### config.mk
export PLATFORM = sky130hd
export DESIGN_NAME = cq_segmenter
export DESIGN_NICKNAME = d
export VERILOG_FILES = /design/src/rtl/cq_splitter.sv /design/src/rtl/cq_seg_fifo.sv /design/src/rtl/cq_parent_table.sv /design/src/rtl/cq_segmenter.sv
export SDC_FILE = /design/constraint.sdc
export NUM_CORES = 2
export LEC_CHECK = 0
export ABC_AREA = 1
export BUFFER_PORTS_ARGS = -buffer_cell sky130_fd_sc_hd__buf_2
export CAP_MARGIN = 30
export CORE_MARGIN = 4
export CORE_UTILIZATION = 40
export DETAILED_ROUTE_END_ITERATION = 8
export GPL_ROUTABILITY_DRIVEN = 0
export GPL_TIMING_DRIVEN = 0
export PLACE_DENSITY = 0.62
export SLEW_MARGIN = 20
export SYNTH_ARGS = -nofsm -noshare
export SYNTH_HDL_FRONTEND = slang
export SYNTH_SLANG_ARGS = --single-unit
### constraint.sdc
create_clock -name clk -period 10.6 [get_ports clk]
set_input_delay 1.06 -clock clk [delete_from_list [all_inputs] [get_ports clk]]
set_output_delay 1.06 -clock clk [all_outputs]
set_load 0.005 [all_outputs]
### src/rtl/cq_splitter.sv
module cq_splitter #(
  parameter int ADDR_W  = 32,
  parameter int LEN_W   = 32,
  parameter int ID_W    = 2,
  parameter int PIDX_W  = 2,
  parameter int MAX_SEG = 32'h0FFF_FFFF
) (
  input  logic              clk,
  input  logic              rst_n,
  input  logic              acc,
  input  logic [ADDR_W-1:0] acc_src,
  input  logic [ADDR_W-1:0] acc_dst,
  input  logic [LEN_W-1:0]  acc_len,
  input  logic [ID_W-1:0]   acc_id,
  input  logic [PIDX_W-1:0] acc_slot,
  input  logic              push_ok,
  output logic              busy,
  output logic              push,
  output logic [ADDR_W-1:0] seg_src,
  output logic [ADDR_W-1:0] seg_dst,
  output logic [LEN_W-1:0]  seg_len,
  output logic [ID_W-1:0]   seg_id,
  output logic [PIDX_W-1:0] seg_slot
);
  localparam logic [LEN_W-1:0]  CAP = LEN_W'(MAX_SEG);
  localparam logic [ADDR_W-1:0] ADV = ADDR_W'(MAX_SEG);

  logic [LEN_W-1:0] rem;
  logic             last;

  assign last     = (rem <= CAP);
  assign seg_len  = last ? rem : CAP;
  assign push     = busy && push_ok;

  always_ff @(posedge clk or negedge rst_n) begin
    if (!rst_n) begin
      busy     <= 1'b0;
      rem      <= '0;
      seg_src  <= '0;
      seg_dst  <= '0;
      seg_id   <= '0;
      seg_slot <= '0;
    end else if (acc) begin
      busy     <= 1'b1;
      rem      <= acc_len;
      seg_src  <= acc_src;
      seg_dst  <= acc_dst;
      seg_id   <= acc_id;
      seg_slot <= acc_slot;
    end else if (push) begin
      if (last) begin
        busy <= 1'b0;
      end else begin
        rem     <= rem - CAP;
        seg_src <= seg_src + ADV;
        seg_dst <= seg_dst + ADV;
      end
    end
  end


  split_accept_chk: assert property (@(posedge clk) disable iff (!rst_n)
    acc |-> !busy);


  split_step_chk: assert property (@(posedge clk) disable iff (!rst_n)
    (push && !last) |=> (busy && rem == $past(rem) - CAP));
endmodule

### src/rtl/cq_seg_fifo.sv
module cq_seg_fifo #(
  parameter int W     = 8,
  parameter int DEPTH = 8
) (
  input  logic                         clk,
  input  logic                         rst_n,
  input  logic                         push,
  input  logic [W-1:0]                 din,
  input  logic                         pop,
  output logic [W-1:0]                 dout,
  output logic                         empty,
  output logic                         full,
  output logic [$clog2(DEPTH+1)-1:0]   count
);
  localparam int AW = (DEPTH > 1) ? $clog2(DEPTH) : 1;
  localparam int CW = $clog2(DEPTH+1);

  logic [W-1:0]  mem [DEPTH];
  logic [AW-1:0] wp, rp;

  function automatic logic [AW-1:0] nxt(input logic [AW-1:0] p);
    return (p == AW'(DEPTH-1)) ? '0 : p + 1'b1;
  endfunction

  assign empty = (count == '0);
  assign full  = (count == CW'(DEPTH));
  assign dout  = mem[rp];

  always_ff @(posedge clk) begin
    if (push) mem[wp] <= din;
  end

  always_ff @(posedge clk or negedge rst_n) begin
    if (!rst_n) begin
      wp    <= '0;
      rp    <= '0;
      count <= '0;
    end else begin
      if (push) wp <= nxt(wp);
      if (pop)  rp <= nxt(rp);
      count <= count + CW'(push) - CW'(pop);
    end
  end


  fifo_overflow_chk: assert property (@(posedge clk) disable iff (!rst_n)
    push |-> !full);


  fifo_underflow_chk: assert property (@(posedge clk) disable iff (!rst_n)
    pop |-> !empty);
endmodule

### src/rtl/cq_parent_table.sv
module cq_parent_table #(
  parameter int PSLOTS = 4,
  parameter int LEN_W  = 32,
  parameter int TAG_W  = 4,
  parameter int ID_W   = 2,
  parameter int PIDX_W = 2
) (
  input  logic              clk,
  input  logic              rst_n,
  input  logic              alloc,
  input  logic [LEN_W-1:0]  alloc_len,
  input  logic [TAG_W-1:0]  alloc_tag,
  input  logic [ID_W-1:0]   alloc_id,
  output logic              free_ok,
  output logic [PIDX_W-1:0] free_idx,
  input  logic              retire,
  input  logic [PIDX_W-1:0] ret_idx,
  input  logic [LEN_W-1:0]  ret_len,
  output logic              cpl_valid,
  output logic [TAG_W-1:0]  cpl_tag,
  output logic [ID_W-1:0]   cpl_id,
  input  logic [TAG_W-1:0]  qry_tag,
  output logic              qry_hit,
  output logic [LEN_W-1:0]  qry_residue
);
  logic [PSLOTS-1:0] vld;
  logic [LEN_W-1:0]  res [PSLOTS];
  logic [TAG_W-1:0]  tg  [PSLOTS];
  logic [ID_W-1:0]   rid [PSLOTS];

  always_comb begin
    free_ok  = 1'b0;
    free_idx = '0;
    for (int i = PSLOTS-1; i >= 0; i--) begin
      if (!vld[i]) begin
        free_ok  = 1'b1;
        free_idx = PIDX_W'(i);
      end
    end
  end

  always_comb begin
    qry_hit     = 1'b0;
    qry_residue = '0;
    for (int i = PSLOTS-1; i >= 0; i--) begin
      if (vld[i] && tg[i] == qry_tag) begin
        qry_hit     = 1'b1;
        qry_residue = res[i];
      end
    end
  end

  always_ff @(posedge clk or negedge rst_n) begin
    if (!rst_n) begin
      vld       <= '0;
      cpl_valid <= 1'b0;
      cpl_tag   <= '0;
      cpl_id    <= '0;
      for (int i = 0; i < PSLOTS; i++) begin
        res[i] <= '0;
        tg[i]  <= '0;
        rid[i] <= '0;
      end
    end else begin
      cpl_valid <= 1'b0;
      for (int i = 0; i < PSLOTS; i++) begin
        if (alloc && free_idx == PIDX_W'(i)) begin
          vld[i] <= 1'b1;
          res[i] <= alloc_len;
          tg[i]  <= alloc_tag;
          rid[i] <= alloc_id;
        end else if (retire && ret_idx == PIDX_W'(i)) begin
          res[i] <= res[i] - ret_len;
          if (res[i] == ret_len) vld[i] <= 1'b0;
        end
      end
      if (retire && res[ret_idx] == ret_len) begin
        cpl_valid <= 1'b1;
        cpl_tag   <= tg[ret_idx];
        cpl_id    <= rid[ret_idx];
      end
    end
  end


  residue_floor_chk: assert property (@(posedge clk) disable iff (!rst_n)
    retire |-> (vld[ret_idx] && ret_len <= res[ret_idx]));


  cpl_pulse_chk: assert property (@(posedge clk) disable iff (!rst_n)
    cpl_valid |=> !cpl_valid);


  alloc_free_chk: assert property (@(posedge clk) disable iff (!rst_n)
    alloc |-> free_ok);
endmodule

### src/rtl/cq_segmenter.sv
module cq_segmenter #(
  parameter int ADDR_W  = 32,
  parameter int LEN_W   = 32,
  parameter int TAG_W   = 4,
  parameter int NREQ    = 4,
  parameter int QDEPTH  = 8,
  parameter int PSLOTS  = 4,
  parameter int MAX_SEG = 32'h0FFF_FFFF,
  localparam int ID_W   = (NREQ > 1) ? $clog2(NREQ) : 1
) (
  input  logic              clk,
  input  logic              rst_n,
  input  logic              req_valid,
  output logic              req_ready,
  input  logic [ADDR_W-1:0] req_src,
  input  logic [ADDR_W-1:0] req_dst,
  input  logic [LEN_W-1:0]  req_len,
  input  logic [TAG_W-1:0]  req_tag,
  input  logic [ID_W-1:0]   req_id,
  output logic              eng_start,
  output logic [ADDR_W-1:0] eng_src,
  output logic [ADDR_W-1:0] eng_dst,
  output logic [LEN_W-1:0]  eng_len,
  input  logic              eng_done,
  output logic              cpl_valid,
  output logic [TAG_W-1:0]  cpl_tag,
  output logic [ID_W-1:0]   cpl_id,
  input  logic [TAG_W-1:0]  qry_tag,
  output logic              qry_hit,
  output logic [LEN_W-1:0]  qry_residue,
  input  logic              drain_valid,
  input  logic [ID_W-1:0]   drain_id,
  output logic              drain_ack,
  output logic [NREQ-1:0]   active
);
  localparam int PIDX_W = (PSLOTS > 1) ? $clog2(PSLOTS) : 1;
  localparam int ENT_W  = 2*ADDR_W + LEN_W + PIDX_W + ID_W;
  localparam int CW     = $clog2(QDEPTH+1);
  localparam logic [LEN_W-1:0] CAP = LEN_W'(MAX_SEG);

  logic              acc, sp_busy, sp_push;
  logic [ADDR_W-1:0] sp_src, sp_dst;
  logic [LEN_W-1:0]  sp_len;
  logic [ID_W-1:0]   sp_id;
  logic [PIDX_W-1:0] sp_slot, pt_free_idx, h_slot;
  logic [ID_W-1:0]   h_id;
  logic              pt_free_ok, f_empty, f_full, launched, pop;
  logic [CW-1:0]     f_count;
  logic [ENT_W-1:0]  f_head;
  logic              pend;
  logic [ID_W-1:0]   pend_id;

  assign req_ready = !sp_busy && pt_free_ok;
  assign acc       = req_valid && req_ready;
  assign pop       = eng_done && launched;
  assign eng_start = !f_empty && !launched;
  assign {eng_src, eng_dst, eng_len, h_slot, h_id} = f_head;

  cq_splitter #(.ADDR_W(ADDR_W), .LEN_W(LEN_W), .ID_W(ID_W), .PIDX_W(PIDX_W),
                .MAX_SEG(MAX_SEG)) u_split (
    .clk(clk), .rst_n(rst_n), .acc(acc), .acc_src(req_src), .acc_dst(req_dst),
    .acc_len(req_len), .acc_id(req_id), .acc_slot(pt_free_idx), .push_ok(!f_full),
    .busy(sp_busy), .push(sp_push), .seg_src(sp_src), .seg_dst(sp_dst),
    .seg_len(sp_len), .seg_id(sp_id), .seg_slot(sp_slot));

  cq_seg_fifo #(.W(ENT_W), .DEPTH(QDEPTH)) u_fifo (
    .clk(clk), .rst_n(rst_n), .push(sp_push),
    .din({sp_src, sp_dst, sp_len, sp_slot, sp_id}), .pop(pop), .dout(f_head),
    .empty(f_empty), .full(f_full), .count(f_count));

  cq_parent_table #(.PSLOTS(PSLOTS), .LEN_W(LEN_W), .TAG_W(TAG_W), .ID_W(ID_W),
                    .PIDX_W(PIDX_W)) u_par (
    .clk(clk), .rst_n(rst_n), .alloc(acc), .alloc_len(req_len), .alloc_tag(req_tag),
    .alloc_id(req_id), .free_ok(pt_free_ok), .free_idx(pt_free_idx),
    .retire(pop), .ret_idx(h_slot), .ret_len(eng_len),
    .cpl_valid(cpl_valid), .cpl_tag(cpl_tag), .cpl_id(cpl_id),
    .qry_tag(qry_tag), .qry_hit(qry_hit), .qry_residue(qry_residue));

  always_ff @(posedge clk or negedge rst_n) begin
    if (!rst_n)         launched <= 1'b0;
    else if (pop)       launched <= 1'b0;
    else if (eng_start) launched <= 1'b1;
  end

  for (genvar r = 0; r < NREQ; r++) begin : g_act
    logic [CW-1:0] cnt;
    logic          inc, dec;
    assign inc = sp_push && sp_id == ID_W'(r);
    assign dec = pop && h_id == ID_W'(r);
    always_ff @(posedge clk or negedge rst_n) begin
      if (!rst_n) cnt <= '0;
      else        cnt <= cnt + CW'(inc) - CW'(dec);
    end
    assign active[r] = (cnt != '0) || (sp_busy && sp_id == ID_W'(r));
  end

  always_ff @(posedge clk or negedge rst_n) begin
    if (!rst_n) begin
      pend      <= 1'b0;
      pend_id   <= '0;
      drain_ack <= 1'b0;
    end else begin
      drain_ack <= 1'b0;
      if (drain_valid) begin
        pend    <= 1'b1;
        pend_id <= drain_id;
      end else if (pend && !active[pend_id]) begin
        pend      <= 1'b0;
        drain_ack <= 1'b1;
      end
    end
  end


  empty_kick_chk: assert property (@(posedge clk) disable iff (!rst_n)
    (f_empty && sp_push) |=> eng_start);


  start_pulse_chk: assert property (@(posedge clk) disable iff (!rst_n)
    eng_start |=> !eng_start);


  next_launch_chk: assert property (@(posedge clk) disable iff (!rst_n)
    (pop && f_count > CW'(1)) |=> eng_start);


  seg_cap_chk: assert property (@(posedge clk) disable iff (!rst_n)
    eng_start |-> eng_len <= CAP);


  active_idle_chk: assert property (@(posedge clk) disable iff (!rst_n)
    (f_empty && !sp_busy) |-> active == '0);
endmodule

## Yosys cells after proc, flatten, opt, wreduce, memory -nomap -nowiden

Memory sizes are Yosys's and may differ from the RTL's.
Index checks and enable logic that the tools add are counted.
W data, S select, Z words.

- Bits in registers: 295
- RAM bits: 800
- Output and inout bits: 143
- Word-level logic and storage cells: 223
- Memories kept: 1

Memories:

| memory | words | bits a word | read ports | clocked after memory_dff | write ports | line | text |
|---|---|---|---|---|---|---|---|
| u_fifo.mem | 8 | 100 | 1 | 0 | 1 | cq_seg_fifo.sv:18 | `logic [W-1:0] mem [DEPTH];` |

- Add/subtract/negate cells: 19
- Magnitude comparators: 3
- Equal/unequal tests: 25
- Mux-type cells: 71
- Bitwise gates (word level): 1
- Reduce and logical (&&, ||, !) cells: 67

Operator list:

| kind | count |
|---|---|
| $mux W32 | 24 |
| $eq A32 B32 Y1 | 5 |
| $sub A32 B32 Y32 | 4 |
| $add A32 B28 Y32 const B | 2 |
| $bmux W32 S2 | 1 |
| $mux W1 | 33 |
| $le A32 B28 Y1 const B | 1 |
| $sub A32 B28 Y32 const B | 1 |
| $logic_and A1 B1 Y1 | 31 |
| $reduce_bool A2 Y1 | 12 |
| $add A4 B1 Y4 | 5 |
| $sub A4 B1 Y4 | 5 |
| $eq A2 B2 Y1 const B | 8 |
| $eq A4 B4 Y1 | 4 |
| $reduce_bool A4 Y1 | 4 |
| $mux W2 | 6 |
| $reduce_and A2 Y1 | 6 |
| $bmux W4 S2 | 1 |
| $eq A2 B1 Y1 const B | 4 |
| $logic_not A2 Y1 | 4 |
| $mux W4 | 2 |
| $add A3 B1 Y3 const B | 2 |
| $eq A3 B3 Y1 const B | 2 |
| $mux W3 | 2 |
| 10 further kinds | 17 |

## Logic depth before layout (Yosys ltp)

- Depth after elaboration: 9
- Depth in mapped cells: 24
- Mapped depth without buffers: 22

## Modules after synthesis

From an unflattened synthesis, not the netlist that was laid out.

- Cell total of the unflattened synthesis: 7536
- Area, all modules: 61306.3 µm²

Modules (own cells, without submodules):

| module | times used | cells each | area each (µm²) | sequential area each (µm²) |
|---|---|---|---|---|
| cq_seg_fifo | 1 | 3526 | 35592.9 | 24273.3 |
| cq_parent_table | 1 | 2838 | 17479.3 | 4078.9 |
| cq_splitter | 1 | 1028 | 6915.4 | 2527.4 |
| cq_segmenter | 1 | 144 | 1318.8 | 525.5 |

## Least setup slack after synthesis

OpenSTA, ideal clock, no wires.

- Kind: reg-to-reg
- From: register u_fifo.count[2]
- To: memory u_fifo.mem[0][0] (netlist bit), enable pin
- Library setup time: 560 ps
- Arrival: 5360 ps
- Required time: 10040 ps
- Path slack: 4680 ps
- Stages on the path, launching flop included: 9
- Buffers on the path: 1
- Period minus slack after synthesis: 5920 ps
- Path through: dfrtp_1 -> inv_1 -> ha_1 -> nand3_1 -> inv_1 -> nor2_1 -> clkbuf_1 -> nand2_1 -> nor2_1

- Cells in the longest elaborated chain, start to end: 5

Ends and longest elaborated chain:

| what | line | text |
|---|---|---|
| start: declaration | cq_seg_fifo.sv:13 | `output logic [$clog2(DEPTH+1)-1:0] count` |
| start signal: assignment | cq_seg_fifo.sv:41 | `count <= count + CW'(push) - CW'(pop);` |
| $eq A4 B4 Y1 | cq_seg_fifo.sv:26 | `assign full = (count == CW'(DEPTH));` |
| $logic_not A1 Y1 | cq_segmenter.sv:62 | `.acc_len(req_len), .acc_id(req_id), .acc_slot(pt_free_idx), .push_ok(!f_full),` |
| $logic_and A1 B1 Y1 | cq_splitter.sv:33 | `assign push = busy && push_ok;` |
| via sp_push | cq_segmenter.sv:41 | `logic acc, sp_busy, sp_push;` |
| $mux W1 | cq_seg_fifo.sv:30 | `if (push) mem[wp] <= din;` |
| $mux W1 (not written as such) | cq_seg_fifo.sv:30 |  |
| end: declaration | cq_seg_fifo.sv:18 |  |

The timed path passes the listed nets, and every way through them passes these cells.

## Worst setup path after layout

- From: register u_fifo.rp[0]
- To: output port eng_dst[9]

- Cells in the longest elaborated chain, start to end: 1

Ends and longest elaborated chain:

| what | line | text |
|---|---|---|
| start: declaration | cq_seg_fifo.sv:19 | `logic [AW-1:0] wp, rp;` |
| start signal: assignment | cq_seg_fifo.sv:40 | `if (pop) rp <= nxt(rp);` |
| $mem_v2 Z8 W100 | n/a |  |
| end: declaration | cq_segmenter.sv:22 | `output logic [ADDR_W-1:0] eng_dst,` |

Every way passes these cells.

==> flow_summary.toml <==
[sta]
rsz0062_at_grt = "no"
worst_clock_skew_ps = 62.3
tightest_slew_ps = 1130
setup_tns_ps = 0
fin_ws_ps = 4360
period_minus_slack_ps = 6240
max_freq_mhz = 160
hold_viol = 0
relSlewSlack_pct = 24.5
finalSetupViolCount = 0
final_max_slew_viol_count = 0
fin_crit_sh_pct = 58.8

[floorplan]
core_area_um2 = 136000
die_width_um = 379
boundaryPins = 256
fp.dieH_um = 379
dieArea_um2 = 144000
rows = 135
initial_core_util_pct = 40.5

[final_layout]
final_layout_size_suffix_gt1_share_pct = 9.77
syn_to_final_growth_pct = 16.5
fin_area_um2 = 64200
nFillCells = 12700
final_util_pct = 47.1
num-nets-final = 6519

[pwr]
switching_share_pct = 48.5
power.total_uw = 24900
leakagePower_uw = 0.0255
p_per_area_nw_per_um2 = 389
seq_power_share_pct = 28.4
combinationalPowerShare_pct = 54.4
switchingPower_uw = 12100
ir_drop_v = 0.000247
p_int_uw = 12900
pwr-share-clk_pct = 17.3

[global_routing]
grt_pass1_vias = 43500
grt_use_total_pct = 27.8
overflow = 0
grt_pass1_wl_mm = 293
antenna_found_initial = 11
grt_max_degree = 71

[setup_path]
required_ps = 9540
critPathArrivalTime_ps = 5180
crit_chain = "inv_2 > buf_2 > buf_2 > buf_2 > buf_2 > buf_2 > buf_1 > nor2_1 > o22ai_1 > nor2_1 > a31oi_1 > buf_2"
crit_family = "buffers and inverters"
critical_path.max_stage_delay_ps = 550
cp.buffers_inverters = 8
crit_type = "reg2out"
cp_common_cell = "buf_2"
slowest_stage = "dfrtp_1"
crit_path_end_kind = "output port"
crit_fanout = 10
crit_path_start_kind = "flop"

[cts]
postCtsSetupRepairBufs = 0
clkTransAtPathRegs_ps = 60
cts_tree = "done"
cts.path.max_buffers = 3
numCtsBuffers = 116
cts_sinks = 1095
post_cts_resized = 0
h-tree-depth = 3
ctsRootBufferMaster = "clkbuf_16"
insertion_delay_ps = 770
cts_hold_buf = 0

[synthesis]
netlist_instances = 5761
seq_area_frac_synth_pct = 57.0
synth_compound_area_share_pct = 15.2
ys_async_sr_fraction_pct = 26.9
yosysTopAreaCell = "edfxtp_1"
synth_edf_count = 800
yosysUniqueCellTypes = 51
synth_mux_area_share_pct = 0
synth-xor-area-share_pct = 2.61
synth_ff_type = "edfxtp_1"
ys_warn_count = 0
syn_area_um2 = 55100
synth_top_family_by_area = "simple AND/OR/NAND/NOR gates"
ys_ff_latch = 1095
avgSynthCellArea_um2 = 9.57
synth_top_cell_area_share_pct = 43.6
yosys-top-cells-area = "edfxtp_1 44%, dfrtp_1 13%, nand2_1 6.9%"
synth_fa_ha_area_share_pct = 4.16
synth-simple-area-share_pct = 15.8

[route]
drcViolationCount = 0
drt_pass1_iterations = 8
routed_wl_mm = 206
avgRoutedWirePerCell_um = 25.4
vias = 47300
drt_iter0_drc = 6951
postRouteAntennaNets = 0
viasPerCell = 5.82

[place]
portBuffers = 254
place_ws_ps = 5070
post-dp-hpwl_mm = 152
postPlaceCellArea_um2 = 60100

[outcome]
status = "completed"

[min_path]
min_path_type = "in2async"

[job]
maxCapViolations = 0
sequential cells by signal (all words and copies together), names as in the netlist, 3 cells and up:
| signal | cells |
|---|---|
| u_fifo.mem | 800 |
| u_par.res | 128 |
| u_split.rem | 32 |
| u_split.seg_dst | 32 |
| u_split.seg_src | 32 |
| g_act.cnt | 16 |
| u_par.tg | 16 |
| u_par.rid | 8 |
| u_fifo.count | 4 |
| u_par.cpl_tag | 4 |
| u_par.vld | 4 |
| u_fifo.rp | 3 |
| u_fifo.wp | 3 |
synth_stat cells, types with 7 or more instances:
library cell / number
nand2_1: 1010
nor2_1: 848
edfxtp_1: 800
o21ai_0: 600
inv_1: 444
dfrtp_1: 295
a21oi_1: 228
clkbuf_1: 195
nand3_1: 190
ha_1: 169
o22ai_1: 149
o221ai_1: 120
o211ai_1: 90
xor2_1: 85
xnor2_1: 79
a31oi_1: 78
buf_2: 40
nor3_1: 37
o21bai_1: 35
nand4_1: 31
o21ai_1: 31
buf_1: 25
a22oi_1: 24
o21a_1: 18
nor4_1: 16
or2_2: 16
a21o_1: 12
inv_2: 11
a221oi_1: 10
nand3b_1: 10
fa_1: 9
o311ai_0: 7
power by group through the flow:
stage          Combinational, uW  Sequential, uW  Clock, uW
5_1_grt                    14600            7140       4520
3_5_place_dp               13100            7080          0
3_3_place_gp               12600            7210          0
4_1_cts                    13200            7000       4340
2_1_floorplan               8360            6710          0
6_report                   13600            7080       4310
worst reg2reg max path, stage by stage (launching register included):
cell,delay (ps)
dfrtp_1,500
inv_2,120
buf_2,340
clkbuf_1,580
o21ai_0,200
o22ai_1,150
inv_1,50
o21ai_1,800
inv_1,520
ha_1,540
nand2_1,100
nor2_1,110
inv_1,40
o21ai_0,650
nand2_1,160
nand2_1,210
nand2_1,70
nand2_1,80
a21oi_1,60
o21ai_0,170
o211ai_1,140
layout by cell type (no fill, tap or decap), drive strengths merged, types with 32 or more instances in the layout:
cell and n:
ha 169, nor3 37, o21bai 35, o211ai 90, clkinv 39, nor2 857, o21ai 631, a21oi 228
conb 32, o22ai 149, nand2 1012, o221ai 120, a31oi 78, nand3 194, buf 393, inv 460
clkbuf 354, edfxtp 800, dfrtp 295, xor2 85, xnor2 79
per-layer routing:
metal	global-route usage, %	part of all wire, %
met5	0	0.018
met1	36.9	38
met2	42.3	43
met3	6.40	12
met4	15.1	6.6
metrics by stage:
step,hold WS [ps],std cells
after CTS,174,8109
after detailed placement,476,7891
after global routing,192,8109
after floorplan,442,5792
final,194,8114
after global placement,458,7827
kinds of logic after synthesis:
group                      after synthesis
AOI/OAI and AO/OA                     1419
xor gates and xnor gates               164
buffers and inverters                  729
and+or+nand+nor                       2175
other                                    1
DFF                                   1095
adders and majority gates              178
final timing paths:
check / from / end / slack (ps) / cells after the start
worst min-delay path: rst_n / u_par.vld[0] / 190 / 1
min in group clk: u_par.rid[3] / u_par.rid[3] / 490 / 2
worst min register to register: u_par.rid[3] / u_par.rid[3] / 490 / 2
worst max register to register: u_fifo.rp[1] / u_par.res[23] / 4830 / 20
max in group asynchronous: rst_n / u_split.seg_dst[5] / 8960 / 4
worst max-delay path: u_fifo.rp[0] / eng_dst[9] / 4360 / 12
area by class of cell:
| cell class | instances | area [um2] | share of cell area (%) |
|---|---|---|---|
| Sequential cell | 1095 | 31400 | 48.9 |
| Multi-Input combinational cell | 3968 | 21100 | 32.8 |
| Clock buffer | 159 | 3270 | 5.10 |
| Timing Repair Buffer | 318 | 2550 | 3.98 |
| Tap cell | 1781 | 2230 | 3.47 |
| Inverter | 459 | 1720 | 2.68 |
| Buffer | 270 | 1120 | 1.75 |
| Clock inverter | 59 | 786 | 1.22 |
| Antenna cell | 5 | 12.5 | 0.0195 |
Power figures use the tool's default switching activity.
